`config.mk`:
```
export PLATFORM = sky130hd
export DESIGN_NAME = hold_load_dbg
export DESIGN_NICKNAME = d
export VERILOG_FILES = /design/src/rtl/hld_pkg.sv /design/src/rtl/hld_frame_rx.sv /design/src/rtl/hld_resp_tx.sv /design/src/rtl/hold_load_dbg.sv
export SDC_FILE = /design/constraint.sdc
export NUM_CORES = 1
export LEC_CHECK = 0
export BUFFER_PORTS_ARGS = -buffer_cell sky130_fd_sc_hd__buf_2
export CORE_ASPECT_RATIO = 0.8
export CORE_MARGIN = 4
export CORE_UTILIZATION = 45
export CTS_CLUSTER_SIZE = 20
export DETAILED_ROUTE_END_ITERATION = 8
export PLACE_DENSITY = 0.65
export RECOVER_POWER = 25
export SYNTH_ARGS = -nofsm -noshare
export SYNTH_HDL_FRONTEND = slang
export SYNTH_SLANG_ARGS = --single-unit
export TNS_END_PERCENT = 10
```
`constraint.sdc`:
```
create_clock -name clk -period 2.77 [get_ports clk]
set_input_delay 0.277 -clock clk [delete_from_list [all_inputs] [get_ports clk]]
set_output_delay 0.277 -clock clk [all_outputs]
set_load 0.03 [all_outputs]
```
`src/rtl/hld_pkg.sv`:
```
package hld_pkg;
    localparam logic [7:0] SYNC_BYTE = 8'hA5;
    localparam logic [7:0] ACK_BYTE  = 8'h5A;

    typedef enum logic [7:0] {
        CMD_WRITE = 8'h01,
        CMD_SETPC = 8'h02,
        CMD_GO    = 8'h03,
        CMD_READ  = 8'h04
    } cmd_e;

    typedef enum logic [2:0] {
        PS_SYNC,
        PS_CMD,
        PS_ADDR,
        PS_DATA,
        PS_SUM
    } pstate_e;
endpackage

```
`src/rtl/hld_frame_rx.sv`:
```
module hld_frame_rx
    import hld_pkg::*;
#(
    parameter int ADDR_W     = 32,
    parameter int DATA_W     = 32,
    parameter int GAP_CYCLES = 65536
) (
    input  logic              clk,
    input  logic              rst_n,
    input  logic              rx_valid,
    input  logic [7:0]        rx_byte,
    output logic              frm_ok,
    output logic [7:0]        frm_cmd,
    output logic [ADDR_W-1:0] frm_addr,
    output logic [DATA_W-1:0] frm_data
);
    localparam int ABYTES = ADDR_W / 8;
    localparam int DBYTES = DATA_W / 8;
    localparam int MAXB   = (ABYTES > DBYTES) ? ABYTES : DBYTES;
    localparam int IW     = (MAXB > 1) ? $clog2(MAXB) : 1;
    localparam int GW     = (GAP_CYCLES > 1) ? $clog2(GAP_CYCLES) : 1;

    typedef struct packed {
        pstate_e           st;
        logic [7:0]        cmd;
        logic [ADDR_W-1:0] addr;
        logic [DATA_W-1:0] data;
        logic [IW-1:0]     idx;
        logic [7:0]        sum;
        logic [GW-1:0]     gap;
    } prx_t;

    prx_t q, d;

    always_comb begin
        d      = q;
        frm_ok = 1'b0;
        if (rx_valid) begin
            d.gap = '0;
            unique case (q.st)
                PS_SYNC: begin
                    if (rx_byte == SYNC_BYTE) begin
                        d.st  = PS_CMD;
                        d.sum = rx_byte;
                    end
                end
                PS_CMD: begin
                    if (rx_byte inside {CMD_WRITE, CMD_SETPC, CMD_GO, CMD_READ}) begin
                        d.cmd = rx_byte;
                        d.sum = q.sum ^ rx_byte;
                        d.idx = '0;
                        d.st  = PS_ADDR;
                    end else begin
                        d.st = PS_SYNC;
                    end
                end
                PS_ADDR: begin
                    d.addr = {rx_byte, q.addr[ADDR_W-1:8]};
                    d.sum  = q.sum ^ rx_byte;
                    if (q.idx == IW'(ABYTES - 1)) begin
                        d.idx = '0;
                        d.st  = PS_DATA;
                    end else begin
                        d.idx = q.idx + 1'b1;
                    end
                end
                PS_DATA: begin
                    d.data = {rx_byte, q.data[DATA_W-1:8]};
                    d.sum  = q.sum ^ rx_byte;
                    if (q.idx == IW'(DBYTES - 1)) begin
                        d.idx = '0;
                        d.st  = PS_SUM;
                    end else begin
                        d.idx = q.idx + 1'b1;
                    end
                end
                PS_SUM: begin
                    frm_ok = (rx_byte == q.sum);
                    d.st   = PS_SYNC;
                end
                default: d.st = PS_SYNC;
            endcase
        end else if (q.st != PS_SYNC) begin
            if (q.gap == GW'(GAP_CYCLES - 1)) begin
                d.st  = PS_SYNC;
                d.gap = '0;
            end else begin
                d.gap = q.gap + 1'b1;
            end
        end
    end

    always_ff @(posedge clk or negedge rst_n) begin
        if (!rst_n) q <= '0;
        else        q <= d;
    end

    assign frm_cmd  = q.cmd;
    assign frm_addr = q.addr;
    assign frm_data = q.data;

    // the idle counter only runs inside a frame
    assert_gap_idle_R12: assert property (@(posedge clk) disable iff (!rst_n)
        (q.st == PS_SYNC) |-> (q.gap == '0));

    // a checksum verdict only comes from the last byte position
    assert_ok_on_sum_R9: assert property (@(posedge clk) disable iff (!rst_n)
        frm_ok |=> (q.st == PS_SYNC));
endmodule

```
`src/rtl/hld_resp_tx.sv`:
```
module hld_resp_tx
    import hld_pkg::*;
#(
    parameter int DATA_W = 32
) (
    input  logic              clk,
    input  logic              rst_n,
    input  logic              load_ack,
    input  logic              load_rd,
    input  logic [DATA_W-1:0] mem_rdata,
    input  logic              tx_ready,
    output logic              tx_valid,
    output logic [7:0]        tx_byte,
    output logic              busy,
    output logic              last_done
);
    localparam int DBYTES = DATA_W / 8;
    localparam int CW     = $clog2(DBYTES + 1);

    typedef struct packed {
        logic [DATA_W-1:0] sbuf;
        logic [CW-1:0]     left;
        logic [1:0]        rwait;
    } rsp_t;

    rsp_t q, d;

    always_comb begin
        d         = q;
        last_done = 1'b0;
        tx_valid  = (q.left != '0);
        tx_byte   = q.sbuf[7:0];
        busy      = (q.left != '0) || (q.rwait != 2'd0);
        if (tx_valid && tx_ready) begin
            d.sbuf    = {8'h00, q.sbuf[DATA_W-1:8]};
            d.left    = q.left - 1'b1;
            last_done = (q.left == CW'(1));
        end
        if (q.rwait == 2'd2) begin
            d.rwait = 2'd1;
        end else if (q.rwait == 2'd1) begin
            d.rwait = 2'd0;
            d.sbuf  = mem_rdata;
            d.left  = CW'(DBYTES);
        end
        if (load_ack) begin
            d.sbuf = DATA_W'(ACK_BYTE);
            d.left = CW'(1);
        end
        if (load_rd) d.rwait = 2'd2;
    end

    always_ff @(posedge clk or negedge rst_n) begin
        if (!rst_n) q <= '0;
        else        q <= d;
    end

    // a byte waits unchanged for the transmitter
    assert_tx_hold_R6: assert property (@(posedge clk) disable iff (!rst_n)
        (tx_valid && !tx_ready) |=> (tx_valid && $stable(tx_byte)));

    // the controller never loads a new response over an outstanding one
    assert_no_overlap_R11: assert property (@(posedge clk) disable iff (!rst_n)
        (load_ack || load_rd) |-> !busy);
endmodule

```
`src/rtl/hold_load_dbg.sv`:
```
module hold_load_dbg
    import hld_pkg::*;
#(
    parameter int          ADDR_W     = 32,
    parameter int          DATA_W     = 32,
    parameter int          GAP_CYCLES = 65536,
    parameter logic [31:0] RESET_PC   = 32'h8000_0000
) (
    input  logic              clk,
    input  logic              rst_n,
    input  logic              rx_valid,
    input  logic [7:0]        rx_byte,
    input  logic              tx_ready,
    output logic              tx_valid,
    output logic [7:0]        tx_byte,
    output logic              tx_sel_dbg,
    output logic              mem_we,
    output logic              mem_re,
    output logic [ADDR_W-1:0] mem_addr,
    output logic [DATA_W-1:0] mem_wdata,
    input  logic [DATA_W-1:0] mem_rdata,
    output logic              cpu_hold,
    output logic              cpu_start,
    output logic [ADDR_W-1:0] cpu_start_addr
);
    logic              frm_ok;
    logic [7:0]        frm_cmd;
    logic [ADDR_W-1:0] frm_addr;
    logic [DATA_W-1:0] frm_data;
    logic              load_ack, load_rd, busy, last_done;

    hld_frame_rx #(
        .ADDR_W(ADDR_W), .DATA_W(DATA_W), .GAP_CYCLES(GAP_CYCLES)
    ) u_rx (
        .clk(clk), .rst_n(rst_n), .rx_valid(rx_valid), .rx_byte(rx_byte),
        .frm_ok(frm_ok), .frm_cmd(frm_cmd), .frm_addr(frm_addr), .frm_data(frm_data)
    );

    hld_resp_tx #(.DATA_W(DATA_W)) u_tx (
        .clk(clk), .rst_n(rst_n), .load_ack(load_ack), .load_rd(load_rd),
        .mem_rdata(mem_rdata), .tx_ready(tx_ready), .tx_valid(tx_valid),
        .tx_byte(tx_byte), .busy(busy), .last_done(last_done)
    );

    typedef struct packed {
        logic              run;
        logic              sel;
        logic              go_pend;
        logic              start;
        logic              we;
        logic              re;
        logic [ADDR_W-1:0] pc;
        logic [ADDR_W-1:0] maddr;
        logic [DATA_W-1:0] wdata;
    } ctl_t;

    ctl_t q, d;

    always_comb begin
        d        = q;
        d.we     = 1'b0;
        d.re     = 1'b0;
        d.start  = 1'b0;
        load_ack = 1'b0;
        load_rd  = 1'b0;
        if (last_done && q.go_pend) begin
            d.go_pend = 1'b0;
            d.run     = 1'b1;
            d.sel     = 1'b0;
            d.start   = 1'b1;
        end
        if (frm_ok && !busy) begin
            if (!q.run) begin
                d.sel = 1'b1;
                unique case (frm_cmd)
                    CMD_WRITE: begin
                        d.we     = 1'b1;
                        d.maddr  = frm_addr;
                        d.wdata  = frm_data;
                        load_ack = 1'b1;
                    end
                    CMD_SETPC: begin
                        d.pc     = frm_addr;
                        load_ack = 1'b1;
                    end
                    CMD_GO: begin
                        d.go_pend = 1'b1;
                        load_ack  = 1'b1;
                    end
                    CMD_READ: begin
                        d.re    = 1'b1;
                        d.maddr = frm_addr;
                        load_rd = 1'b1;
                    end
                    default: d.sel = q.sel;
                endcase
            end else if (frm_cmd == CMD_SETPC) begin
                d.pc = frm_addr;
            end
        end
    end

    always_ff @(posedge clk or negedge rst_n) begin
        if (!rst_n) begin
            q       <= '0;
            q.pc    <= ADDR_W'(RESET_PC);
        end else begin
            q <= d;
        end
    end

    assign cpu_hold       = !q.run;
    assign cpu_start      = q.start;
    assign cpu_start_addr = q.pc;
    assign tx_sel_dbg     = q.sel;
    assign mem_we         = q.we;
    assign mem_re         = q.re;
    assign mem_addr       = q.maddr;
    assign mem_wdata      = q.wdata;

    // single start pulse, and the CPU stays released
    assert_start_pulse_R8: assert property (@(posedge clk) disable iff (!rst_n)
        cpu_start |=> (!cpu_start && !cpu_hold));
    assert_run_sticky_R8: assert property (@(posedge clk) disable iff (!rst_n)
        !cpu_hold |=> !cpu_hold);
    assert_start_gives_tx_R8: assert property (@(posedge clk) disable iff (!rst_n)
        cpu_start |-> !tx_sel_dbg);
    // memory is only touched while the CPU is held
    assert_mem_held_R10: assert property (@(posedge clk) disable iff (!rst_n)
        (mem_we || mem_re) |-> cpu_hold);
    // responses only leave while the controller owns the transmitter
    assert_tx_owner_R3: assert property (@(posedge clk) disable iff (!rst_n)
        tx_valid |-> tx_sel_dbg);
    // write strobe lasts one cycle
    assert_we_pulse_R4: assert property (@(posedge clk) disable iff (!rst_n)
        mem_we |=> !mem_we);
endmodule

```
==> run metrics <==
largest family of logic cells by synthesized area multiplexers; GRT met3 Usage 0.0357; initial antenna violation count 0; CP peak stage delay roughly 0.5 ns; EDFF count, synth 0; Final Instance Area 12300 um2; Post-Layout Cell Count ~1.3k; Fmax about 0.42 GHz; first-pass GRT wire length around 35000 um; most frequent cells in the layout dfrtp_1, buf_2, mux2_2, nand2_1, nand3_1; GP Congestion roughly 0.76; register area share after synthesis 0.546; routed vias between 6k and 7k; fin. max-slew vios 0; setup_tns 0 ns; clk root buf clkbuf_16; met1 usage 0.228; commonest non-fill, non-tap cell in the layout dfrtp_1; Unique masters post-synth between 50 and 60; Wirelength per Cell roughly 16 um; DRT iter0 DRCs 377; Post-synth ARST share 1.00; # IOs approximately 150; total grt overflow 0; Core Area approximately 24000 um2; area share of fa/ha/maj cells after synthesis 0.00569; Post-Syn Area ~11000 um2; Power Total 7.92 mW; sw frac 0.246; chip width about 180 um; final setup fails 0; num rows 50; Syn-to-layout area delta 11.9%; WS Path Type reg -> reg; Synth Area in Compound Gates 0.0460; xor and xnor area share after synthesis 0.0191; clock network fraction of design power 0.418; number of max-cap violations 0; clock-pin slew on the worst setup and hold paths ~0.06 ns; ANT nets after route 0; dpl cells 1213; Max-slew headroom 0.142; Post-DP Area ~11000 um2; Internal a little under 6 mW; drt drc 0; cell leakage power 6.71 nW; Sink Count 240; status complete, no violations; GR Util All Layers 0.155; critical path data arrival time 2.81 ns; DR vias/cell 5.11; CP Cell Sequence inv_1 -> ha_1 -> nand2b_1 -> nand3b_4 -> nor4_4 -> nand4b_4 -> buf_4 -> mux2_4; share of layout cells above drive strength 1 0.402; syn_area_per_cell 12.5 um2; net switching power just under 2 mW; CTS tree built; largest cells by area after synthesis dfrtp_1, mux2_2, buf_4; CP max stage cell nor4_4; post-synth top area cell dfrtp_1; share of the synthesized area in the top cell type 0.543; Worst-Skew Late Latency between 0.5 and 0.6 ns; n_diodes 0; final hold viol count 0; Reg power frac 0.482; largest net degree at the start of global routing 73; Syn Nets about 930; port bufs 153; RSZ-0062 raised after global routing false; first drt pass iteration count 4; H-tree depth 1; dpl hpwl around 14000 um; Primary FF master, synth dfrtp_1; Num CTS Buffers 25; Most Used Layer, Global Route met2; Slew @ Worst Pin approximately 1.3 ns; Post-Route WL between 20000 and 25000 um; Clock Path Buffers 3; number of synthesis warnings 0; Clock Skew 0.0163 ns; die area 27000 um2; setup bufs post-CTS 0; Syn Inst Count slightly below 900; Tcrit/Tclk final 0.868; WP data required between 3 and 4 ns; grt met2 use 0.240; mux share of post-synthesis cell area 0.182; Yosys reg bits 240; Vert. Die Dim ~150 um; CP Capture Type register; vias in the first global route 6584; Synth Area in Simple Gates 0.106; Worst Hold Class in -> reg; Comb pwr share 0.100; # fillers 2034; crit-path max FO 32; # nets final 998; startpoint types register; fin crit period around 2.4 ns; Power Density approximately 640 nW/um2; Initial Util 0.464; VDD IR max about 0.43 mV
==> registers in the layout, summed over array words and instances (netlist names) <==
signal and flops:
q 2, u_rx.frm_data 32, u_tx.tx_byte 8, tx_sel_dbg 1
mem_re 1, u_rx.frm_cmd 8, mem_wdata 32, mem_addr 32
mem_we 1, u_rx.frm_addr 32, cpu_start 1, cpu_start_addr 32
u_rx.q 29, u_tx.q 29
==> layer usage <==
metal	up-vias	share of wire
met5	-	0
met4	0	0.014
met3	28	0.062
met2	153	0.45
met1	3282	0.48
li1	3079	-
==> power by group through the flow <==
| stage | sequential, mW | combinational [mW] | clock [mW] |
|---|---|---|---|
| 2_1_floorplan | 3.82 | 0.558 | 0 |
| 3_3_place_gp | 3.88 | 0.769 | 0 |
| 3_5_place_dp | 3.88 | 0.777 | 0 |
| 4_1_cts | 3.82 | 0.806 | 3.42 |
| 5_1_grt | 3.84 | 0.897 | 3.57 |
| 6_report | 3.82 | 0.791 | 3.31 |
==> final timing paths <==
check	slack [ns]	start	end	cells after the start
worst min register to register	0.44	u_tx.q[1]	u_tx.q[0]	0
min in group asynchronous	0.58	rst_n	u_rx.q[3]	2
worst max register to register	0.37	u_tx.q[2]	mem_wdata[12]	8
max in group asynchronous	0.66	rst_n	mem_wdata[29]	3
worst min-delay path	0.02	mem_rdata[28]	u_tx.q[33]	3
worst max-delay path	0.37	u_tx.q[2]	mem_wdata[12]	8
==> per-stage QoR <==
step                      utilization  hold slack [ns]  setup WS (ns)
after global routing            0.519          0.00497          0.212
after floorplan                     -          -0.0186          0.444
final                           0.519           0.0244          0.365
after CTS                       0.520          0.00109          0.338
after global placement          0.477            0.217          0.423
after detailed placement        0.477            0.220          0.350
==> synth_stat cells, drive strengths merged, types with 2 or more instances <==
library cell / number
o21a: 2
nand2: 79
nor4: 6
nand3b: 6
nand2b: 6
o31a: 2
mux2: 167
a2bb2oi: 2
buf: 124
o21ai: 13
nand3: 43
xor2: 7
a31oi: 2
and2: 9
nand4: 5
inv: 7
and4b: 2
nor3: 9
a21boi: 8
o211a: 20
and3: 10
nor2b: 2
clkbuf: 25
or3: 5
a21oi: 9
nor2: 31
and4: 2
xnor2: 17
dfrtp: 239
nand4b: 3
ha: 5
==> timing repair <==
item / CTS / global route
hold buffers: 20 / 1
endpoints found under the hold margin: 64 / 1
resized for setup: 0 / 0
==> kinds of logic (layout without fill, tap and decap cells) <==
| kind of cell | Yosys count | in the layout |
|---|---|---|
| flops | 240 | 240 |
| fa+ha+maj | 5 | 5 |
| buf+inv | 156 | 243 |
| simple gates | 222 | 222 |
| mux | 168 | 168 |
| xor+xnor | 24 | 24 |
| compound gates | 65 | 65 |
==> worst max-delay path, delay by kind of cell (launching register included) <==
family / cells / cell delay (ns)
muxes: 1 / 0.36
buffers and inverters: 2 / 0.41
adders and majority gates: 1 / 0.14
and+or+nand+nor: 4 / 0.94
DFF: 1 / 0.41
==> layout make-up <==
cell class                 instances  area (um2)  area share
clock buffer                      38         714      0.0580
clock inverter                     7         100     0.00813
inverter                           7        26.3     0.00213
multi-input combinational        484        3960       0.322
sequential                       240        6010       0.488
tap                              312         390      0.0317
timing repair buffer             191        1120      0.0906
Note: power is estimated with default switching activity, not from simulation.
